`config.mk`:
```
export PLATFORM = sky130hd
export DESIGN_NAME = flash_cmd
export DESIGN_NICKNAME = d
export VERILOG_FILES = /design/src/rtl/flashm_pkg.sv /design/src/rtl/flash_cmd.sv
export SDC_FILE = /design/constraint.sdc
export NUM_CORES = 1
export LEC_CHECK = 0
export ABC_AREA = 1
export ABC_CLOCK_PERIOD_IN_PS = 3500
export BUFFER_PORTS_ARGS = -buffer_cell sky130_fd_sc_hd__buf_2
export CAP_MARGIN = 5
export CORE_ASPECT_RATIO = 0.75
export CORE_MARGIN = 3
export CORE_UTILIZATION = 40
export DETAILED_ROUTE_END_ITERATION = 10
export PLACE_DENSITY = 0.7
export SYNTH_ARGS = -nofsm -noshare
export SYNTH_HDL_FRONTEND = slang
export SYNTH_SLANG_ARGS = --single-unit
```
`constraint.sdc`:
```
create_clock -name clk -period 3.5 [get_ports clk]
set_input_delay 0.7 -clock clk [delete_from_list [all_inputs] [get_ports clk]]
set_output_delay 0.7 -clock clk [all_outputs]
set_load 0.01 [all_outputs]
```
`src/rtl/flashm_pkg.sv`:
```
// Package: shared opcodes and state types for the serial flash model.
// Assumes: single-bit SPI mode 0 framing, MSB first.
package flashm_pkg;
    localparam logic [7:0] OP_NONE   = 8'h00;
    localparam logic [7:0] OP_WREN   = 8'h06;
    localparam logic [7:0] OP_PROG   = 8'h02;
    localparam logic [7:0] OP_READ   = 8'h03;
    localparam logic [7:0] OP_RDSR   = 8'h05;
    localparam logic [7:0] OP_PERASE = 8'hDB;
    localparam logic [7:0] OP_SERASE = 8'hD8;
    localparam logic [7:0] OP_BERASE = 8'hC7;

    typedef enum logic [1:0] {
        ER_PAGE,
        ER_SECTOR,
        ER_ALL
    } erase_kind_t;

    typedef enum logic [1:0] {
        ENG_IDLE,
        ENG_PROG,
        ENG_ERASE,
        ENG_SETTLE
    } eng_state_t;
endpackage

```
`src/rtl/flash_cmd.sv`:
```
// Module: command decoder. It tracks the byte position in a frame, collects the
// address, keeps the write-enable latch, steers program data into the page
// buffer and issues program or erase starts at the end of a frame.
// Assumes: bytes arrive as rx_valid pulses; frame_end marks CS# rising.
module flash_cmd
    import flashm_pkg::*;
#(
    parameter int ADDR_W = 11,
    parameter int PAGE_W = 8
) (
    input  logic              clk,
    input  logic              rst_n,
    input  logic              rx_valid,
    input  logic [7:0]        rx_byte,
    input  logic              frame_end,
    input  logic              aligned,
    input  logic              tx_load,
    input  logic              busy,
    input  logic              eng_done,
    input  logic [7:0]        rd_data,
    output logic [7:0]        tx_byte,
    output logic [ADDR_W-1:0] rd_addr,
    output logic              buf_clr,
    output logic              buf_we,
    output logic [PAGE_W-1:0] buf_col,
    output logic [7:0]        buf_data,
    output logic              start_prog,
    output logic              start_erase,
    output erase_kind_t       erase_kind,
    output logic [ADDR_W-1:0] op_addr
);
    logic [2:0]        idx;
    logic [7:0]        opcode;
    logic [ADDR_W-1:0] addr_sh;
    logic [PAGE_W-1:0] col;
    logic              wel;
    logic              whole_end;
    logic              wel_set;
    logic              read_phase;
    logic              addr_cmd;
    logic              bare_cmd;

    assign read_phase = (opcode == OP_READ) && (idx >= 3'd4);
    assign buf_clr    = rx_valid && (idx == 3'd3);
    assign buf_we     = rx_valid && (idx >= 3'd4) && (opcode == OP_PROG) && wel;
    assign buf_col    = col;
    assign buf_data   = rx_byte;
    assign op_addr    = addr_sh;
    assign rd_addr    = rd_ptr_q;

    // Byte position, opcode capture and address assembly within a frame.
    always_ff @(posedge clk) begin
        if (!rst_n || frame_end) begin
            idx    <= '0;
            opcode <= OP_NONE;
        end else if (rx_valid) begin
            if (idx != 3'd5) begin
                idx <= idx + 3'd1;
            end
            if (idx == 3'd0) begin
                opcode <= (busy && (rx_byte != OP_RDSR)) ? OP_NONE : rx_byte;
            end
        end
    end

    // Address register and program column pointer.
    always_ff @(posedge clk) begin
        if (!rst_n) begin
            addr_sh <= '0;
            col     <= '0;
        end else if (rx_valid) begin
            if ((idx >= 3'd1) && (idx <= 3'd3)) begin
                addr_sh <= ADDR_W'({addr_sh, rx_byte});
            end
            if (idx == 3'd3) begin
                col <= PAGE_W'(rx_byte);
            end else if (buf_we) begin
                col <= col + 1'b1;
            end
        end
    end

    logic [ADDR_W-1:0] rd_ptr_q;

    // Read pointer: loaded with the full address, advanced per output byte.
    always_ff @(posedge clk) begin
        if (!rst_n) begin
            rd_ptr_q <= '0;
        end else if (rx_valid && (idx == 3'd3)) begin
            rd_ptr_q <= ADDR_W'({addr_sh, rx_byte});
        end else if (tx_load && read_phase) begin
            rd_ptr_q <= rd_ptr_q + 1'b1;
        end
    end

    // Outgoing byte: live status, array data or zeros.
    always_comb begin
        if ((opcode == OP_RDSR) && (idx >= 3'd1)) begin
            tx_byte = {6'b0, wel, busy};
        end else if (read_phase) begin
            tx_byte = rd_data;
        end else begin
            tx_byte = 8'h00;
        end
    end

    assign whole_end = frame_end && aligned && !busy;
    assign addr_cmd  = ((opcode == OP_PERASE) || (opcode == OP_SERASE)) && (idx == 3'd4);
    assign bare_cmd  = (opcode == OP_BERASE) && (idx == 3'd1);
    assign wel_set   = whole_end && (opcode == OP_WREN) && (idx == 3'd1);
    assign start_prog  = whole_end && wel && (opcode == OP_PROG) && (idx == 3'd5);
    assign start_erase = whole_end && wel && (addr_cmd || bare_cmd);

    // Erase range selection from the accepted opcode.
    always_comb begin
        if (opcode == OP_BERASE) begin
            erase_kind = ER_ALL;
        end else if (opcode == OP_SERASE) begin
            erase_kind = ER_SECTOR;
        end else begin
            erase_kind = ER_PAGE;
        end
    end

    // Write-enable latch: set by a lone write enable, cleared at cycle end.
    always_ff @(posedge clk) begin
        if (!rst_n) begin
            wel <= 1'b0;
        end else if (eng_done) begin
            wel <= 1'b0;
        end else if (wel_set) begin
            wel <= 1'b1;
        end
    end

    // Modifying commands only start with the latch set.
    assert_start_needs_wel_R3: assert property (@(posedge clk) disable iff (!rst_n)
        (start_prog || start_erase) |-> wel);
    // The latch cannot be newly set during a busy period.
    assert_busy_blocks_wel_R8: assert property (@(posedge clk) disable iff (!rst_n)
        busy |=> !$rose(wel));
    // The latch is clear after a cycle completes.
    assert_wel_clears_R7: assert property (@(posedge clk) disable iff (!rst_n)
        eng_done |=> !wel);
endmodule

```
# == After elaboration in Yosys (flattened, before gate mapping) ==
# Cells that the tools add are included.
# classes
magnitude_cmp,3
n_mux,9
reduce_logical,32
eq_ne,13
bitwise_logic,1
n_addsub,3
# op_table
operator,n
two-way mux 8 bit,5
== test 8 bit (second input constant),3
two-way mux 11 bit,2
logical AND 1 bit,19
== test 8 x 2 -> 1 bit (second input constant),2
== test 8 x 3 -> 1 bit (second input constant),2
adder 11 x 1 -> 11 bit (second input constant),1
adder 8 x 1 -> 8 bit (second input constant),1
!= test 8 x 3 -> 1 bit (second input constant),1
AND reduction 2 bit,4
== test 3 bit (second input constant),2
nonzero test 2 bit,2
adder 3 x 1 -> 3 bit (second input constant),1
== test 3 x 1 -> 1 bit (second input constant),1
== test 3 x 2 -> 1 bit (second input constant),1
greater-or-equal comparator 3 x 1 -> 1 bit (second input constant),1
greater-or-equal comparator 3 bit (second input constant),1
less-or-equal comparator 3 x 2 -> 1 bit (second input constant),1
zero test 3 bit,1
logical OR 1 bit,3
!= test 3 bit (second input constant),1
zero test 1 bit,2
two-way mux 2 bit,1
OR reduction 2 bit,1
2 further kinds,2
# word_totals
input_bits,24
out_inout_bits,52
wordCells,67
regBits,42

# == Depth between registers and ports, before layout ==
# Gate-level depths: netlist of run 1.
# logic_depth
ltp_word,6
ltp_mapped,10
mapped_depth_nobuf,9

# == Worst setup path after synthesis of run 1 ==
# Ideal clock, no wire load.
# synth_path
path_kind,register -> output
start,register opcode[0]
end,output port start_erase
t_arrival_ns,1.349
slack_ns,1.451
path_stages_with_launch,6
required_time_ns,2.800
path_cell_list,dfxtp_1 buf_4 nand2_4 nor4_1 nand2_1 a21oi_1
# synth_between
elab_chain_cells,5
word_cells_on_any_way,8
classes_between,eq/ne: 3; reduce/logical: 5
# synth_lines
element,line_no,rtl
start: declaration,flash_cmd.sv:33,logic [7:0] opcode;
start signal: assignment,flash_cmd.sv:61,opcode <= (busy && (rx_byte != OP_RDSR)) ? OP_NONE : rx_byte;
== test 8 bit,flash_cmd.sv:108,assign addr_cmd = ((opcode == OP_PERASE) || (opcode == OP_SERASE)) && (idx == 3'd4);
logical OR 1 bit,flash_cmd.sv:108,
logical AND 1 bit,flash_cmd.sv:108,
logical OR 1 bit *,flash_cmd.sv:112,assign start_erase = whole_end && wel && (addr_cmd || bare_cmd);
logical AND 1 bit *,flash_cmd.sv:112,
end: declaration,flash_cmd.sv:28,"output logic start_erase,"
# Every way passes the cells marked *; elsewhere a longest branch is shown, timed or not.

# == Worst setup path in the final report of run 1 ==
# layout_path
start,register idx[0]
end,output port buf_clr
# layout_between
elab_chain_cells,2
# layout_lines
element,line_no,rtl
start: declaration,flash_cmd.sv:32,logic [2:0] idx;
start signal: assignment,flash_cmd.sv:58,idx <= idx + 3'd1;
== test 3 x 2 -> 1 bit,flash_cmd.sv:44,assign buf_clr = rx_valid && (idx == 3'd3);
logical AND 1 bit,flash_cmd.sv:44,
end: declaration,flash_cmd.sv:23,"output logic buf_clr,"
# Every way passes these cells.

==> results of run 1 <==
-- sequential cells by signal, indices dropped and copies added, names as in the netlist --
name,flops
buf_col,8
wel,1
rd_addr,11
opcode,8
op_addr,11
idx,3
-- worst max-delay path: stages (launching register included) --
cell and delay [ns]:
sky130_fd_sc_hd__dfxtp_1 0.38, sky130_fd_sc_hd__ha_1 0.16, sky130_fd_sc_hd__ha_1 0.37, sky130_fd_sc_hd__nand2_4 0.23, sky130_fd_sc_hd__inv_2 0.26, sky130_fd_sc_hd__buf_2 0.18
-- cell usage after synthesis --
cell / number
sky130_fd_sc_hd__nand2_1: 94
sky130_fd_sc_hd__nor2_1: 60
sky130_fd_sc_hd__inv_1: 43
sky130_fd_sc_hd__dfxtp_1: 42
sky130_fd_sc_hd__o21ai_0: 41
sky130_fd_sc_hd__a21oi_1: 29
sky130_fd_sc_hd__nand3_1: 29
sky130_fd_sc_hd__buf_4: 13
sky130_fd_sc_hd__ha_1: 6
sky130_fd_sc_hd__nand2_4: 4
sky130_fd_sc_hd__inv_2: 3
sky130_fd_sc_hd__nand4_2: 3
sky130_fd_sc_hd__nor2_4: 3
sky130_fd_sc_hd__nor3_1: 3
sky130_fd_sc_hd__buf_2: 2
sky130_fd_sc_hd__clkbuf_1: 2
sky130_fd_sc_hd__nand3_2: 2
sky130_fd_sc_hd__nand3b_1: 2
sky130_fd_sc_hd__nor4_1: 2
sky130_fd_sc_hd__o21ai_1: 2
sky130_fd_sc_hd__o21bai_1: 2
sky130_fd_sc_hd__xor2_1: 2
sky130_fd_sc_hd__and3_1: 1
sky130_fd_sc_hd__buf_1: 1
sky130_fd_sc_hd__nand2_2: 1
sky130_fd_sc_hd__nand3_4: 1
sky130_fd_sc_hd__nand4_1: 1
sky130_fd_sc_hd__nor2_2: 1
sky130_fd_sc_hd__o2111ai_1: 1
sky130_fd_sc_hd__xnor2_1: 1
-- cell families (layout without fill, tap and decap cells) --
family | after synthesis | count (layout) | share of synthesized area
XOR/XNOR | 3 | 3 | 0.01026
adder cells (fa/ha/maj) | 6 | 6 | 0.02930
AND/OR/NAND/NOR | 207 | 207 | 0.3687
AO/OA/AOI/OAI | 75 | 75 | 0.1499
flip-flops | 42 | 42 | 0.3281
buffers and inverters | 64 | 129 | 0.1138
-- path summary, 6_finish.rpt --
kind	start	to	slack (ns)	depth (start not counted)
worst max-delay path	idx[0]	buf_clr	0.91	5
worst max register to register	idx[0]	op_addr[0]	1.43	7
worst min-delay path	op_addr[9]	op_addr[9]	0.44	2
worst min register to register	op_addr[9]	op_addr[9]	0.44	2
-- per-layer routing --
layer,vias up,track usage
li1,1400,-
met1,1170,0.2685
met2,110,0.2921
met3,12,0.03934
met4,0,0.06667
met5,-,0
-- area by class of cell --
cell class	count	area share
timing repair buffer	75	0.1240
multi-input combinational	291	0.4725
inverter	46	0.05705
clock buffer	6	0.02398
tap	78	0.03224
sequential	42	0.2778
clock inverter	2	0.01240
-- power by group --
group          internal (mW)  leakage (nW)  switching, mW  total (mW)
combinational         0.0373          1.14         0.0740       0.111
clock                  0.213        0.0514          0.181       0.394
sequential             0.491         0.341         0.0120       0.503
total                  0.742          1.53          0.267        1.01
-- stage by stage --
step	setup slack (ns)	instance area, sq um	hold WS (ns)	instances
after floorplan	1.451	2562	0.4671	397
after global placement	1.293	2917	0.4318	532
after detailed placement	1.238	2917	0.4347	532
after CTS	0.9066	3027	0.4476	540
after global routing	0.7219	3027	0.4731	540
final	0.9128	3027	0.4432	540
==> metrics.cfg, run 1 <==
[timing]
max_clock_freq_mhz=386.5
finalSetupViolCount=0
part_of_the_cycle_the_worst_path_needs=0.7392
min_period_ns=2.587
hold_violations=0
setup_total_negative_slack_ns=0
final_setup_skew_ns=0.009817
unrepaired_setup_endpoints_after_global_routing=no
final_max_slew_viol_count=0
worst_pin_slew_ns=0.5617
slew_headroom=0.6241

[grt]
initial_antenna_violation_count=0
grt_pass1_vias=2366
grt_usage=0.1903
grt_first_pass_wirelength_um=11390
grt-ovfl-total=0
grt_start_max_net_pins=24

[cells_and_area]
utilization=0.5040
antenna_cells_inserted=0
layout.area.seq_sq_um=840.8
number_of_nets_in_the_layout=491
drive_above_1_share=0.2165
area_growth_syn_to_fin_pct=18.12
leading_cell_types_in_the_layout_fill_and_taps_excluded=sky130_fd_sc_hd__nand2_1, sky130_fd_sc_hd__buf_2, sky130_fd_sc_hd__nor2_1, sky130_fd_sc_hd__inv_1, sky130_fd_sc_hd__dfxtp_1
final.fill_count=626
multiInputGateArea_sq_um=1430
layout_commonest_cell=sky130_fd_sc_hd__nand2_1

[die]
design.die.area_sq_um=7413
core.rowCount=24
die_width_um=98.42
initial_utilization=0.4267
design.portCount=76
fp.dieH_um=75.32
design.core.area_sq_um=6006

[clocking]
cts_htree_levels=2
cts_resized=0
number_of_buffers_inserted_during_clock_tree_synthesis=5
clkLatencyLatePin_ns=0.31
clock_tree.root_cell=sky130_fd_sc_hd__clkbuf_8
holdBufCountCts=0
clock_path_buffers=2
tritoncts_num_sinks=42
cts.reportedPaths.clkPinSlew_ns=0.08
clock_tree_from_tritoncts=yes
cts.repair_timing.setup_buffer_count=0

[detailed_routing]
vias_per_cell=4.985
detailedRoute.firstIterationViolations=197
met2WireLength_um=2928
vias=2692
wl_met1_um=3328
route.final.wire_length_um=6956
final_antenna_net_count=0
detail_route.drc_violations=0
detail_route.wl_per_cell_um=12.88
top_signal_layer_used=met4
detail_route.first_pass.iterations=4
met3WireLength_um=576

[setup_path]
worst_ep_required_time_ns=2.80
path_max_fanout=17
crit_path_start_kind=flop
cp.arrival_ns=1.89
worstSetupEndpointType=primary output
timing.setup.critical_path_class=flop to primary output

[pwr]
power.leakage_nw=1.529
max-vdd-ir-drop_mv=0.1358
total_power_per_unit_cell_area_nw_per_um2=333.2
total_power_mw=1.009

[yosys]
ys.warnings.count=0
cell_area_synth_sq_um=2562
synth-seq-area-share=0.3281
total_nets_after_synthesis=427
synth.largest_area_cell=sky130_fd_sc_hd__dfxtp_1
mean_area_per_synthesized_cell_sq_um=6.455
synth.top_cells.by_area=sky130_fd_sc_hd__dfxtp_1, sky130_fd_sc_hd__nand2_1, sky130_fd_sc_hd__nor2_1
yosysUniqueCellTypes=30
syn_inst=397
synth.ff_latch_count=42
synth_top_cell_area_share=0.3281

[flow_run]
cap_violations=0

[place]
half_perimeter_wire_length_of_the_detailed_placement_result_um=5215
globalplace.congestion=0.8531
number_of_buffer_cells_added_on_primary_ports=75

[run_status]
status=completed

[min_path]
timing.hold.worst.class=flop to flop

Power figures use the tool's default switching activity.
==> run 2: changes to the inputs <==
--- a/config.mk
+++ b/config.mk
@@ -5,15 +5,15 @@
 export SDC_FILE = /design/constraint.sdc
 export NUM_CORES = 1
 export LEC_CHECK = 0
-export ABC_AREA = 1
-export ABC_CLOCK_PERIOD_IN_PS = 3500
+export ABC_AREA = 0
+export ABC_CLOCK_PERIOD_IN_PS = 2400
 export BUFFER_PORTS_ARGS = -buffer_cell sky130_fd_sc_hd__buf_2
 export CAP_MARGIN = 5
 export CORE_ASPECT_RATIO = 0.75
 export CORE_MARGIN = 3
 export CORE_UTILIZATION = 40
 export DETAILED_ROUTE_END_ITERATION = 10
-export PLACE_DENSITY = 0.7
+export PLACE_DENSITY = 0.71
 export SYNTH_ARGS = -nofsm -noshare
 export SYNTH_HDL_FRONTEND = slang
 export SYNTH_SLANG_ARGS = --single-unit
==> constraint.sdc (replaced) <==
create_clock -name clk -period 2.4 [get_ports clk]
set_input_delay 0.48 -clock clk [delete_from_list [all_inputs] [get_ports clk]]
set_output_delay 0.48 -clock clk [all_outputs]
set_load 0.01 [all_outputs]
==> metrics.cfg, run 2 <==
[timing]
setup_total_negative_slack_ns=0  ; unchanged
hold_violations=0  ; unchanged
min_period_ns=2.255
max_clock_freq_mhz=443.4
unrepaired_setup_endpoints_after_global_routing=no
part_of_the_cycle_the_worst_path_needs=0.9396
finalSetupViolCount=0  ; unchanged
post-route-worst-setup-slack_ns=0.1449  ; -0.7679 ns
final_max_slew_viol_count=0  ; unchanged
worst_pin_slew_ns=0.5334  ; -0.02827 ns
final_setup_skew_ns=0.01091  ; +0.001088 ns
slew_headroom=0.6434  ; +0.01924

[die]
die_width_um=95.00  ; -3.5%
core.rowCount=23  ; -4.2%
initial_utilization=0.4300  ; +0.003360
design.die.area_sq_um=6910  ; -6.8%
design.core.area_sq_um=5525  ; -8.0%
fp.dieH_um=72.75  ; -3.4%
design.portCount=76  ; unchanged

[setup_path]
worstSetupEndpointType=primary output
worst_ep_required_time_ns=1.92  ; -0.88 ns
crit_path_start_kind=flop
cp_top_family=simple AND/OR/NAND/NOR gates
cp_slowest_stage_delay_ns=0.46  ; +0.08 ns
cp.arrival_ns=1.78  ; -0.11 ns
crit_start=idx[2]
path_max_fanout=10  ; -7
worstPathBufferInverterCount=1  ; -1
cell_at_the_slowest_stage_of_the_critical_path=sky130_fd_sc_hd__dfxtp_1
path_cells=nor2b_2 -> and3_2 -> nand3_1 -> nor3b_1 -> buf_2
timing.setup.critical_path_class=flop to primary output
critical_path.reg2reg.startpoint=idx[2]

[clocking]
number_of_buffers_inserted_during_clock_tree_synthesis=5  ; unchanged
clock_tree_from_tritoncts=yes
cts_htree_levels=2  ; unchanged
clock_tree.root_cell=sky130_fd_sc_hd__clkbuf_8
holdBufCountCts=0  ; unchanged
cts.reportedPaths.clkPinSlew_ns=0.08  ; about the same
tritoncts_num_sinks=42  ; unchanged
clkLatencyLatePin_ns=0.29  ; -0.02 ns
clock_path_buffers=2  ; unchanged

[place]
globalplace.congestion=0.8536  ; about the same
number_of_buffer_cells_added_on_primary_ports=75  ; unchanged
half_perimeter_wire_length_of_the_detailed_placement_result_um=4946  ; -5.2%
dp_worst_setup_slack_ns=0.3892  ; -0.8492 ns

[yosys]
synth.ff_latch_count=42  ; unchanged
ys_async_sr_fraction=0  ; unchanged
cell_area_synth_sq_um=2376  ; -7.3%
synth-seq-area-share=0.3539  ; +0.02575
mean_area_per_synthesized_cell_sq_um=8.396  ; +30%
total_nets_after_synthesis=313  ; -27%
syn_inst=283  ; -29%
yosys-top-cells-count=sky130_fd_sc_hd__dfxtp_1, sky130_fd_sc_hd__nor2_1, sky130_fd_sc_hd__a21oi_1, sky130_fd_sc_hd__nand2_1, sky130_fd_sc_hd__and3_1
dominantRegCellSynth=sky130_fd_sc_hd__dfxtp_1
post-synth-top-count-cell=sky130_fd_sc_hd__dfxtp_1
ys.warnings.count=0  ; unchanged
yosysUniqueCellTypes=50  ; +67%
synth.largest_area_cell=sky130_fd_sc_hd__dfxtp_1
synth_top_cell_area_share=0.3539  ; +0.02575
synth.top_cells.by_area=sky130_fd_sc_hd__dfxtp_1, sky130_fd_sc_hd__mux2i_1, sky130_fd_sc_hd__nor2_1
synth_enable_flop_cells=0  ; unchanged

[detailed_routing]
detail_route.first_pass.iterations=4  ; unchanged
detail_route.wl_per_cell_um=15.71  ; +22%
final_antenna_net_count=0  ; unchanged
vias_per_cell=5.474  ; +9.8%
detail_route.drc_violations=0  ; unchanged
detailedRoute.firstIterationViolations=138  ; -30%
vias=2310  ; -14%
route.final.wire_length_um=6631  ; -4.7%

[cells_and_area]
drive_above_1_share=0.2968  ; +0.08038
area_growth_syn_to_fin_pct=20.22
final.fill_count=546  ; -13%
leading_cell_types_in_the_layout_fill_and_taps_excluded=sky130_fd_sc_hd__buf_2, sky130_fd_sc_hd__dfxtp_1, sky130_fd_sc_hd__nor2_1, sky130_fd_sc_hd__a21oi_1, sky130_fd_sc_hd__nand2_1
antenna_cells_inserted=0  ; unchanged
number_of_nets_in_the_layout=376  ; -23%
layout_commonest_cell=sky130_fd_sc_hd__buf_2

[pwr]
power_frac_clock=0.398  ; +0.008
power.leakage_nw=1.314  ; -14%
cell_internal_pwr_mw=1.058  ; +43%
seqPwrFrac=0.514  ; +0.015
total_power_per_unit_cell_area_nw_per_um2=487.7  ; +46%
switching_power_total_mw=0.3353  ; +26%
share_comb_of_total_power=0.088  ; -0.022
max-vdd-ir-drop_mv=0.2500  ; +84%
power_switching_share=0.2406  ; -0.02383

[grt]
grt_start_max_net_pins=22  ; -8.3%
grt-ovfl-total=0  ; unchanged
grt_pass1_vias=2051  ; -13%
grt_first_pass_wirelength_um=10380  ; -8.8%
grt_usage=0.1942  ; +0.003923
initial_antenna_violation_count=0  ; unchanged

[run_status]
status=completed

[flow_run]
cap_violations=0  ; unchanged

[min_path]
hold_path.startpoint=eng_done
timing.hold.worst.class=primary input to flop

-- run 2: worst paths after layout --
path,end,slack (ns),cells after the start
max reg2reg,buf_col[3],0.48,7
min,wel,0.35,2
min reg2reg,op_addr[4],0.50,2
max,start_prog,0.14,5
-- run 2: metrics by stage --
stage          total power [mW]  hold slack, ns  cell area [sq um]    util  cells
2_1_floorplan            0.8034          0.5060               2376       -    283
3_3_place_gp             0.8530          0.4737               2738  0.4955    414
3_5_place_dp             0.8538          0.4864               2738  0.4955    414
4_1_cts                   1.401          0.3400               2846  0.5152    422
5_1_grt                   1.445          0.3385               2856  0.5170    422
6_report                  1.393          0.3460               2856  0.5170    422
-- run 2: power by group through the flow --
stage          Sequential (mW)  Combinational (mW)  Clock, mW
2_1_floorplan            0.731              0.0722          0
3_3_place_gp             0.732               0.121          0
3_5_place_dp             0.732               0.122          0
4_1_cts                  0.716               0.122      0.563
5_1_grt                  0.718               0.136      0.591
6_report                 0.716               0.123      0.554
-- run 2: repair_timing --
item                       CTS  global route
resized for setup            0             4
buffers inserted             0             0
setup endpoints to repair    0             3
-- run 2: routing by layer --
layer,wire [um],track usage,vias up
li1,-,-,1117
met1,3156,0.2743,1092
met2,2812,0.2984,97
met3,615,0.04742,4
met4,46,0.04800,0
met5,0,0,-
-- run 2: worst register-to-register path: cells and delay by family (launching register included) --
family                     cells  cell delay, ns
AOI/OAI and AO/OA              2            0.56
adders and majority gates      1            0.25
buffers and inverters          2            0.27
DFF                            1            0.46
and+or+nand+nor                2            0.28
-- run 2: area by class of cell --
type	instances	area [sq um]	area share
tap	75	93.84	0.03285
clock inverter	3	40.04	0.01402
clock buffer	5	68.82	0.02409
inverter	10	37.54	0.01314
sequential	42	843.3	0.2952
multi-input combinational	208	1368	0.4788
timing repair buffer	79	405.4	0.1419
-- run 2: logic make-up (layout without fill, tap and decap cells) --
logic type / Yosys count / count (layout) / synth area share
compound gates: 59 / 59 / 0.1659
flops: 42 / 42 / 0.3539
xor+xnor: 12 / 12 / 0.04423
simple gates: 118 / 118 / 0.2759
fa+ha+maj: 6 / 6 / 0.03159
buf+inv: 33 / 97 / 0.07372
mux: 13 / 13 / 0.05476
